`src/rtl/mdw_pkg.sv`:
```
package mdw_pkg;
  localparam int unsigned LINE_CNT = 4;
  localparam int unsigned IDX_SEND = 0;
  localparam int unsigned IDX_PEER = 1;
  localparam int unsigned IDX_RING = 2;
  localparam int unsigned IDX_CARR = 3;

  typedef enum logic {
    DET_ANY  = 1'b0,
    DET_RISE = 1'b1
  } det_mode_e;

  function automatic det_mode_e mode_of(input logic [LINE_CNT-1:0] rise_mask, input int unsigned idx);
    return rise_mask[idx] ? DET_RISE : DET_ANY;
  endfunction
endpackage

```
`src/rtl/mdw_sync.sv`:
```
module mdw_sync #(
  parameter int unsigned WIDTH   = 4,
  parameter int unsigned STAGES  = 2,
  parameter logic        RST_VAL = 1'b1
) (
  input  logic             clk,
  input  logic             rst_n,
  input  logic [WIDTH-1:0] d_async,
  output logic [WIDTH-1:0] q_sync
);
  localparam logic [WIDTH-1:0] RST_VEC = {WIDTH{RST_VAL}};

  logic [WIDTH-1:0] chain [STAGES];

  genvar s;
  generate
    for (s = 0; s < STAGES; s++) begin : g_stage
      if (s == 0) begin : g_first
        always_ff @(posedge clk or negedge rst_n) begin
          if (!rst_n) chain[s] <= RST_VEC;
          else        chain[s] <= d_async;
        end
      end else begin : g_next
        always_ff @(posedge clk or negedge rst_n) begin
          if (!rst_n) chain[s] <= RST_VEC;
          else        chain[s] <= chain[s-1];
        end
      end
    end
  endgenerate

  assign q_sync = chain[STAGES-1];
endmodule

```
`src/rtl/mdw_edge.sv`:
```
module mdw_edge
  import mdw_pkg::*;
#(
  parameter int unsigned      WIDTH     = 4,
  parameter logic [WIDTH-1:0] RISE_MASK = 4'b0100,
  parameter logic             RST_VAL   = 1'b1
) (
  input  logic             clk,
  input  logic             rst_n,
  input  logic [WIDTH-1:0] lvl,
  output logic [WIDTH-1:0] set_evt
);
  logic [WIDTH-1:0] prev_q;

  always_ff @(posedge clk or negedge rst_n) begin
    if (!rst_n) prev_q <= {WIDTH{RST_VAL}};
    else        prev_q <= lvl;
  end

  genvar i;
  generate
    for (i = 0; i < WIDTH; i++) begin : g_det
      if (RISE_MASK[i]) begin : g_rise
        assign set_evt[i] = lvl[i] & ~prev_q[i];
      end else begin : g_any
        assign set_evt[i] = lvl[i] ^ prev_q[i];
      end
    end
  endgenerate
endmodule

```
`src/rtl/mdw_flags.sv`:
```
module mdw_flags #(
  parameter int unsigned WIDTH = 4
) (
  input  logic             clk,
  input  logic             rst_n,
  input  logic [WIDTH-1:0] set_evt,
  input  logic             rd_stb,
  output logic [WIDTH-1:0] flag_q
);
  logic [WIDTH-1:0] keep;

  assign keep = rd_stb ? '0 : flag_q;

  always_ff @(posedge clk or negedge rst_n) begin
    if (!rst_n) flag_q <= '0;
    else        flag_q <= keep | set_evt;
  end

  AST_FLAG_STICKY: assert property (@(posedge clk) disable iff (!rst_n)
    !rd_stb |=> ((flag_q & $past(flag_q)) == $past(flag_q)));

  AST_READ_CLEARS: assert property (@(posedge clk) disable iff (!rst_n)
    rd_stb |=> ((flag_q & ~$past(set_evt)) == '0));

  AST_READ_KEEPS_NEW: assert property (@(posedge clk) disable iff (!rst_n)
    rd_stb |=> ((flag_q & $past(set_evt)) == $past(set_evt)));
endmodule

```
`src/rtl/modem_delta_watch.sv`:
```
module modem_delta_watch
  import mdw_pkg::*;
#(
  parameter int unsigned SYNC_STAGES = 2
) (
  input  logic       clk,
  input  logic       rst_n,
  input  logic       send_ok_n,
  input  logic       peer_rdy_n,
  input  logic       ring_n,
  input  logic       carrier_n,
  input  logic       irq_en,
  input  logic       rd_stb,
  output logic [7:0] status,
  output logic       irq
);
  localparam logic [LINE_CNT-1:0] RISE_MASK = LINE_CNT'(1) << IDX_RING;

  logic [LINE_CNT-1:0] raw_n;
  logic [LINE_CNT-1:0] lvl_n;
  logic [LINE_CNT-1:0] evt;
  logic [LINE_CNT-1:0] flags;

  assign raw_n[IDX_SEND] = send_ok_n;
  assign raw_n[IDX_PEER] = peer_rdy_n;
  assign raw_n[IDX_RING] = ring_n;
  assign raw_n[IDX_CARR] = carrier_n;

  mdw_sync #(.WIDTH(LINE_CNT), .STAGES(SYNC_STAGES), .RST_VAL(1'b1)) u_sync (
    .clk(clk), .rst_n(rst_n), .d_async(raw_n), .q_sync(lvl_n)
  );

  mdw_edge #(.WIDTH(LINE_CNT), .RISE_MASK(RISE_MASK), .RST_VAL(1'b1)) u_edge (
    .clk(clk), .rst_n(rst_n), .lvl(lvl_n), .set_evt(evt)
  );

  mdw_flags #(.WIDTH(LINE_CNT)) u_flags (
    .clk(clk), .rst_n(rst_n), .set_evt(evt), .rd_stb(rd_stb), .flag_q(flags)
  );

  assign status = {~lvl_n, flags};
  assign irq    = irq_en & (|flags);

  AST_RING_RISE_ONLY: assert property (@(posedge clk) disable iff (!rst_n)
    ($fell(lvl_n[IDX_RING]) && !status[IDX_RING]) |=> !status[IDX_RING]);

  AST_SEND_TOGGLE: assert property (@(posedge clk) disable iff (!rst_n)
    (lvl_n[IDX_SEND] != $past(lvl_n[IDX_SEND])) |=> status[IDX_SEND]);

  AST_PEER_TOGGLE: assert property (@(posedge clk) disable iff (!rst_n)
    (lvl_n[IDX_PEER] != $past(lvl_n[IDX_PEER])) |=> status[IDX_PEER]);

  AST_CARR_TOGGLE: assert property (@(posedge clk) disable iff (!rst_n)
    (lvl_n[IDX_CARR] != $past(lvl_n[IDX_CARR])) |=> status[IDX_CARR]);

  AST_IRQ_QUIET: assert property (@(posedge clk) disable iff (!rst_n)
    (!irq_en || status[3:0] == 4'h0) |-> !irq);
endmodule

```
`config.mk`:
```
export PLATFORM = sky130hd
export DESIGN_NAME = modem_delta_watch
export DESIGN_NICKNAME = d
export VERILOG_FILES = /design/src/rtl/mdw_pkg.sv /design/src/rtl/mdw_sync.sv /design/src/rtl/mdw_edge.sv /design/src/rtl/mdw_flags.sv /design/src/rtl/modem_delta_watch.sv
export SDC_FILE = /design/constraint.sdc
export NUM_CORES = 1
export LEC_CHECK = 0
export BUFFER_PORTS_ARGS = -buffer_cell sky130_fd_sc_hd__buf_2
export CORE_AREA = 2 2 39 41
export DETAILED_ROUTE_END_ITERATION = 10
export DIE_AREA = 0 0 41 43
export PLACE_DENSITY_LB_ADDON = 0.05
export SETUP_SLACK_MARGIN = 0.05
export SYNTH_ARGS = -nofsm -noshare
export SYNTH_HDL_FRONTEND = slang
export SYNTH_SLANG_ARGS = --single-unit
```
`constraint.sdc`:
```
create_clock -name clk -period 0.9 [get_ports clk]
set_input_delay 0.045 -clock clk [delete_from_list [all_inputs] [get_ports clk]]
set_output_delay 0.045 -clock clk [all_outputs]
set_load 0.1 [all_outputs]
```
* Yosys cells after proc, flatten, opt, wreduce, memory -nomap -nowiden
Index checks and enable logic that the tools add are counted.
Cells by class: mux-type cells 1, bitwise logic cells 8, reductions and logical operators 1
Operators by type and width (number):
- 2-to-1 mux 4 bit | 1
- inverter 4 bit | 1
- OR 4 bit | 1
- OR reduction 4 bit | 1
- XOR 1 bit | 3
- AND 1 bit | 2
- inverter 1 bit | 1
Storage, ports and cells: bits in registers 16, input bits 8, output and inout port bits 9, logic and storage cells 14

* Depth between registers and ports, before layout
Gate-level depths: netlist of the first run.
depth after elaboration 3, depth in mapped cells 2, depth with buffers taken out 2

* By module
From an unflattened synthesis of the first run, not the netlist that was laid out.
Unflattened totals: cell total of the unflattened synthesis 34, area total of the unflattened synthesis 538.0 µm²
Modules (own cells, without submodules):
- mdw_sync | times used 1, cells an instance 12, area each 240.2 µm², seq. area each 210.2 µm²
- mdw_edge | times used 1, cells an instance 8, area each 137.6 µm², seq. area each 105.1 µm²
- mdw_flags | times used 1, cells an instance 9, area each 133.9 µm², seq. area each 100.1 µm²
- modem_delta_watch | times used 1, cells an instance 5, area each 26.3 µm², seq. area each 0.0 µm²

* Least setup slack after synthesis of the first run
Ideal clock, no wire load.
kind register to output, from register u_flags.flag_q[0], to output irq, data arrival time 1.893 ns, data required time 0.855 ns, setup slack -1.038 ns, cell stages (with the launch flop) 2, buffers on the path 0, path through dfrtp_1 o41a_1
Between the ends: word-level cells in the longest chain between the ends 2
RTL lines:
- from (decl) | line mdw_flags.sv:8 | output logic [WIDTH-1:0] flag_q
- from (signal assigned) | line mdw_flags.sv:16 | else flag_q <= keep | set_evt;
- OR reduction 4 bit | line modem_delta_watch.sv:42 | assign irq = irq_en & (|flags);
- AND 1 bit | line modem_delta_watch.sv:42
- to (decl) | line modem_delta_watch.sv:15 | output logic irq
Every way passes these cells.

* Worst setup path after layout of the first run
Ends and elaborated chain as after synthesis.

==> reports/results.tsv, run 1 <==
stage	metric	value	unit
run_status	status	finished with violations	
run_status	failing checks	negative setup slack	
critical_path	Crit. End Element	output port	
placed_design	Detailed Place HPWL	611	µm
layout	final std cells w/o fill	89	
critical_path	CP peak stage delay	500	ps
run	max cap viols	0	
critical_path	crit path max fanout	2	
sta	Setup WS post-layout	-578	ps
route	DRT iter0 DRCs	4	
critical_path	critical path cell sequence	o41a_4, buf_12	
floorplan	core area	1380	µm²
critical_path	Top delay family on crit path	compound AO/OA/AOI/OAI gates	
synthesis	Yosys reg bits	16	
critical_path	worst setup path end	irq	
global_routing	largest net degree at the start of global routing	17	
route	via count	375	
layout	fillcell total	91	
power_and_ir_drop	P per Cell Area	1810	nW/µm²
sta	final hold slack	192	ps
critical_path	type of origin of the critical path	flop	
layout	Seq. cell area	430	µm²
critical_path	r2r setup slk	-140	ps
sta	Final Cycle Share	164	%
placed_design	pre-CTS WS	-372	ps
clocking	clock latency on the worst-skew pair	270	ps
layout	commonest non-fill, non-tap cell in the layout	dfstp_2	
route	first-pass detailed-route iteration total	4	
synthesis	Ys Warns	0	
global_routing	first-pass GRT wire length	1570	µm
layout	antenna cells	0	
route	WL/cell	11.3	µm
sta	final setup violation count	13	
critical_path	reg2reg path depth	4	
critical_path	Reg-to-Reg Start	u_sync.q_sync[2]$_DFF_PN1_	
sta	Hold Violations, Final	0	
clocking	clock tree from TritonCTS	done	
clocking	CTS Buf Count	3	
sta	fin crit period	1480	ps
critical_path	CP max stage cell	o41a_4	
floorplan	Placement Rows	14	
critical_path	Worst Setup SP	u_flags.flag_q[0]$_DFF_PN0_	
global_routing	gr usage total	13.9	%
worst_hold_path	HP Class	in -> async	
floorplan	Ports	17	
layout	most frequent cells in the layout	dfstp_2 (12), buf_6 (10), buf_12 (9)	
sta	pins over their slew limit	0	
layout	area of the multi-input gates	97.6	µm²
critical_path	reg2reg end	u_flags.flag_q[2]$_DFF_PN0_	
critical_path	CP bufs+invs	1	
layout	share of cells above drive strength 1	86.3	%
clocking	clk sinks	16	
layout	Final #Nets	82	
power_and_ir_drop	Peak VDD IR	0.00105	V
critical_path	critical path class	reg -> out	
global_routing	vias in the first global route	425	
floorplan	Initial Util	36.4	%
global_routing	antenna violations before repair	0	
synthesis	Synthesized Nets	40	
synthesis	Netlist cell types	7	
floorplan	Die X	41	µm
placed_design	placed instance count	69	
sta	relative slew slack	78.1	%
critical_path	CP Depth	2	
critical_path	Critical Path RT	850	ps
synthesis	Mean Syn Cell Area	15.8	µm²
route	antenna-violating nets left	0	
clocking	Max clock buf depth	2	
synthesis	Synth Instances	32	
sta	Clock Skews	0.507	ps
synthesis	mapped cell area	504	µm²
global_routing	gr ovfl total	0	
floorplan	overall die area	1760	µm²
power_and_ir_drop	total leakage power	0.000484	µW
sta	RSZ-0062 raised after global routing	true	
clocking	clock root cell	clkbuf_4	
layout	Post-Route Utilization	75.4	%
sta	final setup TNS	-2560	ps
sta	Fmax	676	MHz
clocking	Worst-path clk slew	80	ps
floorplan	DIE HEIGHT	43	µm
critical_path	Worst EP arrival	1430	ps
placed_design	routability congestion estimate	0.586	
route	DRC	0	
placed_design	IO Port Bufs	16	
layout	P&R area growth vs syn	107	%
route	final wirelength	1010	µm
synthesis	sequential area share after synthesis	82.4	%
sta	measured slew at the worst slew-check pin	329	ps
route	Via-to-Cell Ratio	4.21	
clocking	H-tree depth	1	
## synth_stat cells
master | instances | area, µm²
inv_1 | 8 | 30.0
o41a_1 | 1 | 11.3
dfstp_2 | 12 | 315
o22ai_1 | 1 | 6.26
o21ai_0 | 3 | 15.0
xnor2_1 | 3 | 26.3
dfrtp_1 | 4 | 100
## registers in the layout, indices dropped and copies added, names as in the netlist
register	count
u_edge.prev_q	4
u_flags.flag_q	4
u_sync.chain	4
u_sync.q_sync	4
## power breakdown
group	internal (µW)	switching, µW
Sequential	800	34.8
Combinational	270	337
Clock	246	202
## worst min-delay path by stage
stage	from	endpoint	slack, ps	cells past startpoint
global route	rst_n	u_flags.flag_q[0]$_DFF_PN0_	210	2
detailed placement	rst_n	u_flags.flag_q[0]$_DFF_PN0_	-30	1
global placement	rst_n	u_flags.flag_q[0]$_DFF_PN0_	-50	1
CTS	rst_n	u_flags.flag_q[3]$_DFF_PN0_	190	2
finish	rst_n	u_flags.flag_q[0]$_DFF_PN0_	190	2
floorplan	rst_n	u_flags.flag_q[0]$_DFF_PN0_	-250	0
## worst register-to-register path, cell delays in order (launching register included)
cell and delay [ps]:
dfstp_2 560, clkinvlp_4 120, buf_6 130, buf_6 100
o22ai_2 70
## cells by family after synthesis
logic type | share of synthesized area (%)
AO/OA/AOI/OAI | 6.45
XOR/XNOR | 5.21
buffers and inverters | 5.96
flip-flops | 82.4
## cell type report
| class | count | area share (%) |
|---|---|---|
| clock buffer | 4 | 3.48 |
| multi-input combinational | 8 | 9.35 |
| timing repair buffer | 37 | 40.8 |
| tap | 16 | 1.92 |
| inverter | 8 | 3.24 |
| sequential | 16 | 41.2 |
## per-layer routing
layer | part of all wire (%) | routed length [µm] | GRT usage (%) | vias to the layer above
met1 | 36 | 357 | 11.7 | 184
met4 | 0 | 0 | 6.00 | 0
met2 | 60 | 607 | 26.9 | 13
met5 | 0 | 0 | 0 | -
li1 | - | - | - | 178
met3 | 4.0 | 40 | 3.14 | 0
## repair_timing
item,4_1_cts,5_1_grt
setup endpoints to repair,13,13
pin swaps,2,2
hold endpoints to repair,23,0
buffers inserted,6,7
hold buffers,6,0
resized for setup,34,6
## through the flow
step,instance area (µm²),power [µW]
4_1_cts,1000,1890
5_1_grt,1040,1980
2_1_floorplan,533,1120
3_5_place_dp,731,1300
3_3_place_gp,731,1290
6_report,1040,1890
Power figures use the tool's default switching activity.
==> run 2: changes to the inputs <==
==> constraint.sdc (replaced) <==
create_clock -name clk -period 1.2 [get_ports clk]
set_input_delay 0.06 -clock clk [delete_from_list [all_inputs] [get_ports clk]]
set_output_delay 0.06 -clock clk [all_outputs]
set_load 0.1 [all_outputs]
==> run 2 against run 1 <==
Compared with the run above:
- the flow still finishes with violations (negative setup slack)
- via count decreased by 10%
- register-to-register slack better by 370 ps
- hold slack better by 16 ps
- count of clock-buffer cells in the layout did not move
- sequential share of layout area grew 7.8 points
- die area unchanged
- final area decreased by 17%
- global-route usage fell by 1.6 points
- core utilization fell by 13 points
- largest cell class unchanged
- critical path depth unchanged
==> reports/results.tsv, run 2 (synthesized netlist as in run 1, its figures left out) <==
stage	metric	value	unit
run_status	status	finished with violations	
run_status	failing checks	negative setup slack	
route	first-pass detailed-route iteration total	1	
power_and_ir_drop	P per Cell Area	1520	nW/µm²
global_routing	gr usage total	12.3	%
layout	P&R area growth vs syn	71.0	%
critical_path	worst setup path end	irq	
placed_design	IO Port Bufs	16	
critical_path	Critical Path RT	1140	ps
layout	Final #Nets	74	
critical_path	Top delay family on crit path	compound AO/OA/AOI/OAI gates	
floorplan	DIE HEIGHT	43	µm
route	antenna-violating nets left	0	
layout	commonest non-fill, non-tap cell in the layout	dfstp_2	
route	DRC	0	
global_routing	first-pass GRT wire length	1310	µm
sta	Setup WS post-layout	-228	ps
run	max cap viols	0	
clocking	clock latency on the worst-skew pair	270	ps
clocking	Max clock buf depth	2	
critical_path	Worst EP arrival	1370	ps
layout	most frequent cells in the layout	dfstp_2 (12), inv_1 (7), buf_2 (7), buf_4 (7), dlygate4sd3_1 (6)	
floorplan	Ports	17	
worst_hold_path	HP Class	in -> async	
sta	Hold Violations, Final	0	
power_and_ir_drop	Net Sw Frac	30.9	%
clocking	clk sinks	16	
clocking	H-tree depth	1	
floorplan	Initial Util	36.4	%
critical_path	type of origin of the critical path	flop	
power_and_ir_drop	Flop pwr share	47.2	%
sta	pins over their slew limit	0	
critical_path	crit path max fanout	2	
route	final wirelength	877	µm
floorplan	Die X	41	µm
power_and_ir_drop	total leakage power	0.000407	µW
critical_path	CP bufs+invs	1	
placed_design	routability congestion estimate	0.562	
sta	Clock Skews	0.889	ps
layout	final std cells w/o fill	81	
floorplan	core area	1380	µm²
critical_path	Reg-to-Reg Start	u_sync.q_sync[3]$_DFF_PN1_	
sta	final setup TNS	-228	ps
critical_path	critical path class	reg -> out	
power_and_ir_drop	Peak VDD IR	0.000729	V
placed_design	placed instance count	66	
global_routing	vias in the first global route	331	
layout	Post-Route Utilization	62.3	%
route	DRT iter0 DRCs	0	
critical_path	reg2reg path depth	3	
sta	final hold slack	208	ps
critical_path	critical path cell sequence	o41a_4, buf_12	
sta	Final Cycle Share	119	%
global_routing	antenna violations before repair	0	
power_and_ir_drop	Clock power frac	25.8	%
critical_path	CP Depth	2	
layout	share of cells above drive strength 1	69.2	%
route	WL/cell	10.8	µm
layout	fillcell total	114	
floorplan	Placement Rows	14	
global_routing	largest net degree at the start of global routing	17	
clocking	clock root cell	clkbuf_4	
critical_path	Worst Setup SP	u_flags.flag_q[0]$_DFF_PN0_	
route	Via-to-Cell Ratio	4.16	
sta	measured slew at the worst slew-check pin	327	ps
critical_path	CP max stage cell	o41a_4	
sta	Fmax	700	MHz
power_and_ir_drop	Psw	404	µW
clocking	Worst-path clk slew	90	ps
layout	antenna cells	0	
global_routing	gr ovfl total	0	
critical_path	reg2reg end	u_flags.flag_q[3]$_DFF_PN0_	
floorplan	overall die area	1760	µm²
route	via count	337	
sta	fin crit period	1430	ps
critical_path	CP peak stage delay	500	ps
power_and_ir_drop	combinational share of power	27.1	%
critical_path	Crit. End Element	output port	
sta	RSZ-0062 raised after global routing	true	
power_and_ir_drop	Int Pwr	903	µW
sta	relative slew slack	78.2	%
clocking	clock tree from TritonCTS	done	
clocking	CTS Buf Count	3	
critical_path	r2r setup slk	230	ps
sta	final setup violation count	1	
## run 2: metrics by stage
step | power (µW) | setup WS (ps) | area, µm²
floorplan | 826 | -149 | 522
global placement | 912 | -80.8 | 667
detailed placement | 917 | -85.6 | 667
CTS | 1310 | -238 | 816
global route | 1370 | -274 | 862
finish | 1310 | -228 | 862
## run 2: power groups by stage
stage / combinational (µW) / clock, µW / sequential [µW]
after detailed placement: 290 / 0 / 628
after CTS: 335 / 354 / 618
final: 353 / 337 / 616
after global placement: 288 / 0 / 624
after floorplan: 94.3 / 0 / 732
after global routing: 371 / 377 / 620
## run 2: repair_timing
item,4_1_cts,5_1_grt
pin swaps,1,0
hold buffers,6,0
setup buffers,1,4
endpoints found under the setup margin,7,6
endpoints found under the hold margin,22,0
gates resized for setup,14,5
## run 2: how the worst min path moves through the flow
stage | end | cells after the start
final | u_flags.flag_q[2]$_DFF_PN0_ | 2
after global placement | u_flags.flag_q[2]$_DFF_PN0_ | 1
after global routing | u_flags.flag_q[3]$_DFF_PN0_ | 2
after floorplan | u_flags.flag_q[0]$_DFF_PN0_ | 0
after detailed placement | u_flags.flag_q[2]$_DFF_PN0_ | 1
after CTS | u_flags.flag_q[2]$_DFF_PN0_ | 2
## run 2: layout make-up
class	count	area [µm²]	share of cell area [%]
sequential	16	423	49.1
clock buffer	4	36.3	4.21
inverter	8	30.0	3.48
tap	16	20.0	2.32
multi-input combinational	8	68.8	7.98
timing repair buffer	29	284	32.9
## run 2: routing by layer
metal	vias to the layer above	track usage, %	part of all wire (%)
met2	13	21.9	58
li1	163	-	-
met5	-	0	0
met4	0	10.0	0.91
met1	159	8.74	35
met3	2	4.71	5.5
==> run 3: changes to the inputs <==
--- a/config.mk
+++ b/config.mk
@@ -14,3 +14,4 @@
 export SYNTH_ARGS = -nofsm -noshare
 export SYNTH_HDL_FRONTEND = slang
 export SYNTH_SLANG_ARGS = --single-unit
+export TNS_END_PERCENT = 10
==> run 3 against run 2 <==
Compared with the run above:
- the run still ends with negative setup slack left
- core utilization decreased by 0.90 points
- critical path type unchanged
- total power decreased by 0.25%
- register-to-register slack improved by 70 ps
==> reports/results.tsv, run 3 (synthesized netlist as in run 1, its figures left out) <==
stage	metric	value	unit
sta	Fmax	702	MHz
critical_path	Crit. End Element	output port	
layout	Final #Nets	70	
clocking	clock latency on the worst-skew pair	270	ps
global_routing	largest net degree at the start of global routing	17	
route	WL/cell	10.9	µm
global_routing	vias in the first global route	331	
layout	antenna cells	0	
sta	relative slew slack	78.5	%
sta	pins over their slew limit	0	
layout	commonest non-fill, non-tap cell in the layout	dfstp_2	
critical_path	type of origin of the critical path	flop	
floorplan	Ports	17	
route	DRT iter0 DRCs	0	
layout	fillcell total	111	
sta	measured slew at the worst slew-check pin	322	ps
clocking	clk sinks	16	
route	first-pass detailed-route iteration total	1	
route	final wirelength	838	µm
critical_path	Worst EP arrival	1370	ps
critical_path	critical path class	reg -> out	
sta	RSZ-0062 raised after global routing	true	
sta	final hold slack	206	ps
power_and_ir_drop	P per Cell Area	1530	nW/µm²
layout	P&R area growth vs syn	68.5	%
clocking	clock root cell	clkbuf_4	
run_status	failing checks	negative setup slack	
route	Via-to-Cell Ratio	4.22	
layout	share of cells above drive strength 1	70.5	%
sta	Clock Skews	0.990	ps
floorplan	Placement Rows	14	
clocking	clock tree from TritonCTS	done	
sta	Setup WS post-layout	-225	ps
sta	Final Cycle Share	119	%
layout	most frequent cells in the layout	dfstp_2 (12), buf_2 (7), dlygate4sd3_1 (6), buf_12 (6), inv_1 (5)	
power_and_ir_drop	power consumption	1300	µW
floorplan	Initial Util	36.4	%
critical_path	critical path cell sequence	o41a_4, buf_12	
run	max cap viols	0	
sta	final setup violation count	1	
floorplan	overall die area	1760	µm²
critical_path	Critical Path RT	1140	ps
layout	design area	850	µm²
floorplan	DIE HEIGHT	43	µm
run_status	status	finished with violations	
clocking	Max clock buf depth	2	
power_and_ir_drop	total leakage power	0.000392	µW
critical_path	Top delay family on crit path	compound AO/OA/AOI/OAI gates	
global_routing	first-pass GRT wire length	1310	µm
critical_path	CP bufs+invs	1	
power_and_ir_drop	Peak VDD IR	0.000730	V
placed_design	IO Port Bufs	16	
sta	fin crit period	1430	ps
clocking	H-tree depth	1	
placed_design	routability congestion estimate	0.562	
route	DRC	0	
route	antenna-violating nets left	0	
critical_path	crit path max fanout	2	
global_routing	antenna violations before repair	0	
placed_design	Area after DPL	667	µm²
global_routing	gr ovfl total	0	
worst_hold_path	HP Class	in -> async	
critical_path	CP max stage cell	o41a_4	
clocking	Worst-path clk slew	90	ps
critical_path	CP peak stage delay	500	ps
sta	Hold Violations, Final	0	
floorplan	core area	1380	µm²
clocking	CTS Buf Count	3	
route	via count	325	
floorplan	Die X	41	µm
global_routing	gr usage total	12.3	%
run 3: area by class of cell:
| type | instances | area (µm²) | share of cell area (%) |
|---|---|---|---|
| Multi-Input combinational cell | 8 | 68.8 | 8.10 |
| Clock buffer | 4 | 36.3 | 4.27 |
| Tap cell | 16 | 20.0 | 2.36 |
| Sequential cell | 16 | 423 | 49.8 |
| Inverter | 8 | 30.0 | 3.53 |
| Timing Repair Buffer | 25 | 272 | 32.0 |
run 3: routing by layer:
metal	vias up	track usage, %	routed length, µm
met5	-	0	0
met3	2	4.71	48
met2	13	21.9	484
li1	155	-	-
met4	0	10.0	8
met1	155	8.74	297
run 3: path summary, 6_finish.rpt:
kind / endpoint / cells past startpoint / startpoint / slack (ps)
max: irq / 2 / u_flags.flag_q[0]$_DFF_PN0_ / -230
min: u_flags.flag_q[2]$_DFF_PN0_ / 2 / rst_n / 210
max reg2reg: u_flags.flag_q[3]$_DFF_PN0_ / 2 / u_sync.q_sync[3]$_DFF_PN1_ / 300
min reg2reg: u_sync.q_sync[2]$_DFF_PN1_ / 0 / u_sync.chain[6]$_DFF_PN1_ / 360
max in group asynchronous: u_sync.chain[4]$_DFF_PN1_ / 2 / rst_n / 700
min in group clk: u_sync.q_sync[2]$_DFF_PN1_ / 0 / u_sync.chain[6]$_DFF_PN1_ / 360
run 3: power breakdown:
group	internal, µW	switching [µW]	total [µW]	leakage (µW)
clock network	184	151	335	0.0000210
registers	595	23.3	618	0.000167
logic	123	227	350	0.000204
run 3: through the flow:
| stage | utilization [%] | setup WS [ps] | setup TNS, ps | std cells |
|---|---|---|---|---|
| floorplan | - | -149 | -179 | 32 |
| finish | 61.4 | -225 | -225 | 77 |
| global route | 61.4 | -274 | -274 | 77 |
| global placement | 48.2 | -80.8 | -80.8 | 66 |
| CTS | 59.0 | -238 | -238 | 77 |
| detailed placement | 48.2 | -85.6 | -85.6 | 66 |
run 3: what timing repair did:
action | 4_1_cts | 5_1_grt
hold buffers | 6 | 0
resized for setup | 14 | 11
endpoints found under the setup margin | 7 | 6
pin swaps | 1 | 0
cloned | 0 | 0
buffers inserted | 1 | 0
endpoints found under the hold margin | 22 | 0
